### src/rtl/chst_pkg.sv
package chst_pkg;
  localparam int STATUS_W  = 16;
  localparam int VIEW_W    = 8;
  localparam int NUM_ERR   = 3;
  localparam int BUSY_BIT  = 6;
  localparam int BUF_BIT   = 5;
  // error flag index equals its bit position in the status word
  localparam int OVR_IDX   = 0;
  localparam int PAR_IDX   = 1;
  localparam int FRM_IDX   = 2;

  // force_clr beats set, set beats clr
  function automatic logic flag_next(input logic cur, input logic set,
                                     input logic clr, input logic force_clr);
    if (force_clr)  return 1'b0;
    else if (set)   return 1'b1;
    else if (clr)   return 1'b0;
    else            return cur;
  endfunction

  function automatic logic [STATUS_W-1:0] pack_status(input logic busy,
      input logic bufv, input logic [NUM_ERR-1:0] errs);
    logic [STATUS_W-1:0] w;
    w = '0;
    w[BUSY_BIT] = busy;
    w[BUF_BIT]  = bufv;
    w[NUM_ERR-1:0] = errs;
    return w;
  endfunction
endpackage

### src/rtl/chst_busy_flag.sv
module chst_busy_flag (
  input  logic clk,
  input  logic rst_n,
  input  logic start_evt,
  input  logic end_evt,
  input  logic halt_evt,
  output logic busy_q
);
  import chst_pkg::*;

  always_ff @(posedge clk) begin
    if (!rst_n) busy_q <= 1'b0;
    else        busy_q <= flag_next(busy_q, start_evt, end_evt, halt_evt);
  end
endmodule

### src/rtl/chst_buffer_flag.sv
module chst_buffer_flag (
  input  logic clk,
  input  logic rst_n,
  input  logic host_wr,
  input  logic host_rd,
  input  logic rx_store,
  input  logic shift_load,
  input  logic rx_err_evt,
  input  logic tx_en,
  input  logic rx_en,
  input  logic halt_evt,
  output logic bufv_q,
  output logic overrun_evt
);
  import chst_pkg::*;

  logic set_evt;
  logic clr_evt;

  assign set_evt     = (host_wr & tx_en) | (rx_store & rx_en) | rx_err_evt;
  assign clr_evt     = (shift_load & tx_en) | (host_rd & rx_en);
  assign overrun_evt = host_wr & bufv_q;

  always_ff @(posedge clk) begin
    if (!rst_n) bufv_q <= 1'b0;
    else        bufv_q <= flag_next(bufv_q, set_evt, clr_evt, halt_evt);
  end
endmodule

### src/rtl/chst_error_bank.sv
module chst_error_bank #(
  parameter int N = 3
) (
  input  logic         clk,
  input  logic         rst_n,
  input  logic [N-1:0] set_evt,
  input  logic [N-1:0] clr_evt,
  output logic [N-1:0] err_q
);
  import chst_pkg::*;

  for (genvar i = 0; i < N; i++) begin : g_err
    always_ff @(posedge clk) begin
      if (!rst_n) err_q[i] <= 1'b0;
      else        err_q[i] <= flag_next(err_q[i], set_evt[i], clr_evt[i], 1'b0);
    end
  end
endmodule

### src/rtl/chan_status_unit.sv
module chan_status_unit #(
  parameter int STATUS_W = chst_pkg::STATUS_W,
  parameter int VIEW_W   = chst_pkg::VIEW_W
) (
  input  logic                clk,
  input  logic                rst_n,
  input  logic                eng_start,
  input  logic                eng_end,
  input  logic                eng_shift_load,
  input  logic                eng_rx_store,
  input  logic                err_frame,
  input  logic                err_parity,
  input  logic                err_rx,
  input  logic                host_wr,
  input  logic                host_rd,
  input  logic                host_stop,
  input  logic                host_suspend,
  input  logic                mode_tx_en,
  input  logic                mode_rx_en,
  input  logic                clr_frame,
  input  logic                clr_parity,
  input  logic                clr_overrun,
  output logic [STATUS_W-1:0] status_word,
  output logic [VIEW_W-1:0]   status_byte
);
  import chst_pkg::*;

  // named internal events, visible to the bound checker
  logic               halt_evt;
  logic               rx_err_evt;
  logic               overrun_evt;
  logic               busy_q;
  logic               bufv_q;
  logic [NUM_ERR-1:0] err_set;
  logic [NUM_ERR-1:0] err_clr;
  logic [NUM_ERR-1:0] err_q;
  logic [chst_pkg::STATUS_W-1:0] packed_w;

  assign halt_evt   = host_stop | host_suspend;
  assign rx_err_evt = err_frame | err_parity | err_rx;

  chst_busy_flag u_busy (
    .clk       (clk),
    .rst_n     (rst_n),
    .start_evt (eng_start),
    .end_evt   (eng_end),
    .halt_evt  (halt_evt),
    .busy_q    (busy_q)
  );

  chst_buffer_flag u_buf (
    .clk         (clk),
    .rst_n       (rst_n),
    .host_wr     (host_wr),
    .host_rd     (host_rd),
    .rx_store    (eng_rx_store),
    .shift_load  (eng_shift_load),
    .rx_err_evt  (rx_err_evt),
    .tx_en       (mode_tx_en),
    .rx_en       (mode_rx_en),
    .halt_evt    (halt_evt),
    .bufv_q      (bufv_q),
    .overrun_evt (overrun_evt)
  );

  always_comb begin
    err_set          = '0;
    err_clr          = '0;
    err_set[OVR_IDX] = overrun_evt;
    err_set[PAR_IDX] = err_parity;
    err_set[FRM_IDX] = err_frame;
    err_clr[OVR_IDX] = clr_overrun;
    err_clr[PAR_IDX] = clr_parity;
    err_clr[FRM_IDX] = clr_frame;
  end

  chst_error_bank #(.N(NUM_ERR)) u_err (
    .clk     (clk),
    .rst_n   (rst_n),
    .set_evt (err_set),
    .clr_evt (err_clr),
    .err_q   (err_q)
  );

  // all sources are flops: the word is a registered output
  assign packed_w    = pack_status(busy_q, bufv_q, err_q);
  assign status_word = STATUS_W'(packed_w);
  assign status_byte = status_word[VIEW_W-1:0];
endmodule

### config.mk
export PLATFORM = sky130hd
export DESIGN_NAME = chan_status_unit
export DESIGN_NICKNAME = d
export VERILOG_FILES = /design/src/rtl/chst_pkg.sv /design/src/rtl/chst_busy_flag.sv /design/src/rtl/chst_buffer_flag.sv /design/src/rtl/chst_error_bank.sv /design/src/rtl/chan_status_unit.sv
export SDC_FILE = /design/constraint.sdc
export NUM_CORES = 1
export LEC_CHECK = 0
export CORE_UTILIZATION = 25
export DETAILED_ROUTE_END_ITERATION = 16
export GPL_ROUTABILITY_DRIVEN = 0
export PLACE_DENSITY = 0.83
export SLEW_MARGIN = 20
export SYNTH_ARGS = -nofsm -noshare
export SYNTH_HDL_FRONTEND = slang
export SYNTH_SLANG_ARGS = --single-unit
### constraint.sdc
create_clock -name clk -period 0.8 [get_ports clk]
set_input_delay 0.16 -clock clk [delete_from_list [all_inputs] [get_ports clk]]
set_output_delay 0.16 -clock clk [all_outputs]
set_load 0.02 [all_outputs]
* Word-level counts from Yosys, hierarchy flattened
Cells that the tools add are included.
Word-level totals: logic and storage cells 33, flip-flop bits (word level) 5, input bits 18, output and inout port bits 24
Cells by class: multiplexer cells 10, reductions and logical operators 6, bitwise operators 12
Operators by type and width (count):
- $mux W1 | 10
- $reduce_bool A2 Y1 | 5
- $or A1 B1 Y1 | 6
- $and A1 B1 Y1 | 5
- $reduce_or A2 Y1 | 1
- $not A1 Y1 | 1

* Longest topological paths before layout
depth in word-level cells 4, gate-level depth with buffers 3

* Cells and area by module
Synthesis repeated with hierarchy kept, for this count alone.
Second synthesis, totals: cells, all modules 43, area, all modules 394.1 um^2
Modules (own cells, without submodules):
- chan_status_unit | cells an instance 24, instances 1, sequential area each 0.0 um^2, area an instance 173.9 um^2
- chst_error_bank | cells an instance 9, instances 1, sequential area each 60.1 um^2, area an instance 123.9 um^2
- chst_buffer_flag | cells an instance 6, instances 1, sequential area each 20.0 um^2, area an instance 56.3 um^2
- chst_busy_flag | cells an instance 4, instances 1, sequential area each 20.0 um^2, area an instance 40.0 um^2

* Worst setup path before layout
OpenSTA, ideal clock, no wires.
kind register to output, start reg u_err.err_q[0], end out status_word[0], data required time 0.640 ns, arrival 0.617 ns, path buffers 1, cell stages (with the launch flop) 2, path slack 0.023 ns, path through dfxtp_1 -> buf_4
RTL lines:
- start: declaration | RTL line chst_error_bank.sv:8 | output logic [N-1:0] err_q
- start signal: indexed assignment | RTL line chst_error_bank.sv:15 | else err_q[i] <= flag_next(err_q[i], set_evt[i], clr_evt[i], 1'b0);
- end: declaration | RTL line chan_status_unit.sv:23 | output logic [STATUS_W-1:0] status_word,
No word-level cell between the ends.

* Final worst setup path
start reg u_buf.bufv_q, end out status_byte[5]
RTL lines:
- start: declaration | RTL line chst_buffer_flag.sv:12 | output logic bufv_q,
- start signal: assignment | RTL line chst_buffer_flag.sv:26 | else bufv_q <= flag_next(bufv_q, set_evt, clr_evt, halt_evt);
- end: declaration | RTL line chan_status_unit.sv:24 | output logic [VIEW_W-1:0] status_byte
No word-level cell between the ends.

==> run summary <==
In the final design database the tool counted 87 nets. Summed over all layers, the routed wires come to 750 um. Clock latency on the worst-skew pair, taken at its later pin, is 240 ps.

Setup repair after global routing could not meet its margin everywhere. Instance count on the critical path: 1. The final global-route overflow total came out at 0.

The final reports fail on negative setup slack. The area share of fa/ha/maj cells after synthesis was 0. Among all cell types in the netlist, the one instantiated most often is sky130_fd_sc_hd__buf_4. The worst hold path passes through 2 cells. The post-route worst setup slack is -83.5 ps. The number of flops mapped to enable cells by yosys came out at 0.

Once detail routing completed, the nets flagged for antenna violations numbered 0. The flow ran to the end, but the final reports show violations. The tools report the required time reported for the critical path endpoint as 640 ps.

For the total power draw, the log shows 0.000826 W. The worst setup path is launched from a register. For this run, the leading register cell type out of synthesis is sky130_fd_sc_hd__dfxtp_1.

Filler cell count in the final layout: 141. Library cell occupying the most area in the post-synthesis netlist: sky130_fd_sc_hd__buf_4. For this run, the number of standard cells in the final layout without fillers is 83. Power spread over the standard cell area amounts to 1360 nW/um^2. The logs give 5 for the maximum number of pins on one net before global-route repair and 0 for the count of final max-slew check failures. The instance area after placement came out at 549 um^2. Yosys attributes the largest share of cell area to sky130_fd_sc_hd__buf_4 44%, sky130_fd_sc_hd__dfxtp_1 28%, sky130_fd_sc_hd__o21a_1 4.2%, sky130_fd_sc_hd__a22oi_2 3.5%, sky130_fd_sc_hd__nor2b_1 3.5%. Delay of the slowest cell on the worst path: 360 ps. The xor and xnor fraction of the mapped netlist area was 0.

The first detailed-routing pass ran for 2 iterations. The post-synthesis sequential area ratio was 0.277; the initial antenna violation count was 0. Subtracting the final worst setup slack from the clock period gives 884 ps. Final critical-path share of the clock period: 1.10. After clock tree synthesis, the clock-pin slew on the worst setup and hold paths is 40 ps. The endpoint type of the worst setup path is a primary output. The multiplexer area fraction after synthesis came out at 0. The tightest min-delay check is of the input pin to register type. The share of flip-flops with an asynchronous set or reset after synthesis was 0. In this run the horizontal extent of the chip is 40.0 um. After detailed routing, the average wire length per cell comes to 9.04 um.

The floorplan has 13 rows. TritonCTS built the clock tree. The synthesized netlist occupies a cell area of 362 um^2.

Across the run, the number of max-cap violations was 0. Vias after detailed routing: 307. The count of buffer and inverter cells on the critical path is 1, and the worst-case clock skew is 1.02 ps. The critical path in this run is classified as register to primary output. Counting instances in the post-synthesis netlist gives the leading cell types as 21 x sky130_fd_sc_hd__buf_4, 5 x sky130_fd_sc_hd__dfxtp_1, 3 x sky130_fd_sc_hd__nand2_1. 0 antenna diodes ended up in the layout. The clock root buffer is sky130_fd_sc_hd__clkbuf_4.

The count of cells along the worst register-to-register path was 2. The critical-path cell with the highest stage delay was sky130_fd_sc_hd__dfxtp_2. The arrival time reported for the critical path endpoint came out at 720 ps. The share of the core filled with cells is 0.462.

During synthesis, Yosys emitted a total of 0 warnings. Port buffering added 27 buffers. IR analysis of the VDD net gives a maximum drop of 0.979 mV. Each instance of the synthesized netlist takes up on average 8.22 um^2.

The analysis attributes to cell leakage a power of 0.309 nW. Fraction of the mapped netlist area in compound gates: 0.149. For the core area, the log shows 1320 um^2. Setup TNS: -685 ps. Post-synthesis share of cell area spent on and, or, nand and nor gates: 0.118.

The fraction of layout instances using a drive strength above 1 was 0.309. The global router's overall resource usage is 0.114, and the number of buffers created by CTS is 3. For the hold buffer count at CTS, the log shows 0. The floorplan step set the die height to 40.0 um.

The hold violation count in the final report is 0. The die covers 1600 um^2. Final setup violation count: 10. The run gives 0.274 as the initial core utilization. For the number of H-tree branching levels, the log shows 1.

For the final design instance area without fill, the log shows 608 um^2. The first global-routing pass estimated 1090 um of wire. The iteration-0 DRC count of the detailed router is 1, and the placed cell count is 79. In this design, the largest share of critical-path delay is due to flip-flops. Timing would allow up to 1130 MHz. The I/O pin total came out at 42. Using the TritonRoute via totals, the vias-per-cell ratio works out to 3.70.

The netlist uses 15 different library cells. From synthesis to final layout, the design area changed by 68.2%. The top-area cell type share of the netlist area was 0.436; the number of flip-flops and latches in the synthesized netlist was 5. Detailed placement finished with a half-perimeter wire length of 635 um. Setup slack on the worst reg-to-reg path comes out at 80 ps.

For this design, the sink count on the clock tree is 5. The longest clock path from root to sink contains 2 buffers. The number of global-route vias before repair was 285; the count of unresolved DRC violations after routing was 0. The largest family of logic cells by synthesized area is buffers and inverters. The instance count of the mapped netlist was 44; the largest fanout on the critical path was 4.

Traced cell by cell, the critical path runs through buf_6.
[registers in the layout, indices dropped and copies added (netlist names)]
register / count
u_buf.bufv_q: 1
u_busy.busy_q: 1
u_err.err_q: 3
[per-stage QoR]
step           hold slack, ps  worst slack (ps)
3_3_place_gp              487              -312
2_1_floorplan             277              22.9
6_report                  242             -83.5
5_1_grt                   245              -120
4_1_cts                   402             -90.1
3_5_place_dp              494              -325
[cell type report]
class                      instances  area, um^2  area share
clock buffer                       4        26.3      0.0432
multi-input combinational         30         154       0.253
timing repair buffer              28         299       0.492
tap                               15        18.8      0.0309
sequential                         5         106       0.175
inverter                           1        3.75     0.00617
[cell families after synthesis]
kind of cell,count (synthesis)
other cells,1
simple gates,9
compound gates,7
flops,5
buf+inv,22
[cells in the final DEF, fill, tap and decap left out]
| master | n |
|---|---|
| sky130_fd_sc_hd__dfxtp_2 | 5 |
| sky130_fd_sc_hd__buf_4 | 1 |
| sky130_fd_sc_hd__a31oi_1 | 1 |
| sky130_fd_sc_hd__o21a_1 | 2 |
| sky130_fd_sc_hd__a21boi_0 | 1 |
| sky130_fd_sc_hd__buf_6 | 10 |
| sky130_fd_sc_hd__nor3_2 | 1 |
| sky130_fd_sc_hd__clkbuf_1 | 1 |
| sky130_fd_sc_hd__dlygate4sd2_1 | 1 |
| sky130_fd_sc_hd__nand2b_1 | 1 |
| sky130_fd_sc_hd__nor2_1 | 2 |
| sky130_fd_sc_hd__inv_1 | 1 |
| sky130_fd_sc_hd__conb_1 | 14 |
| sky130_fd_sc_hd__clkdlybuf4s50_1 | 12 |
| sky130_fd_sc_hd__nand2_1 | 3 |
| sky130_fd_sc_hd__a22oi_1 | 1 |
| sky130_fd_sc_hd__a22oi_2 | 1 |
| sky130_fd_sc_hd__nor2b_1 | 2 |
| sky130_fd_sc_hd__dlymetal6s2s_1 | 4 |
| sky130_fd_sc_hd__a21oi_1 | 1 |
| sky130_fd_sc_hd__clkbuf_4 | 3 |
[power breakdown]
part | total (W) | internal (W) | switching [W]
Sequential | 0.000276 | 0.000264 | 0.0000122
Combinational | 0.000252 | 0.000128 | 0.000124
Clock | 0.000297 | 0.000189 | 0.000108
Total | 0.000826 | 0.000581 | 0.000244
[path summary, 6_finish.rpt]
path	start	endpoint
setup / recovery	u_buf.bufv_q$_SDFFE_PP0P_	status_byte[5]
hold / removal	rst_n	u_err.err_q[0]$_SDFFE_PN0P_
setup reg to reg	u_err.err_q[2]$_SDFFE_PN0P_	u_err.err_q[2]$_SDFFE_PN0P_
hold reg to reg	u_buf.bufv_q$_SDFFE_PP0P_	u_err.err_q[0]$_SDFFE_PN0P_
[what timing repair did]
item                                   in CTS  in global routing
resized for setup                          66                  5
pin swaps                                   0                  4
setup endpoints to repair                  11                 11
endpoints found under the hold margin       0                  0
setup buffers                               0                  0
[metal layers]
| metal | GRT usage | vias up | wire length [um] |
|---|---|---|---|
| li1 | - | 153 | - |
| met3 | 0.106 | 2 | 77 |
| met1 | 0.0990 | 134 | 281 |
| met4 | 0.0690 | 0 | 4 |
| met5 | 0 | - | 0 |
| met2 | 0.169 | 18 | 387 |
Note: power is estimated with default switching activity, not from simulation.
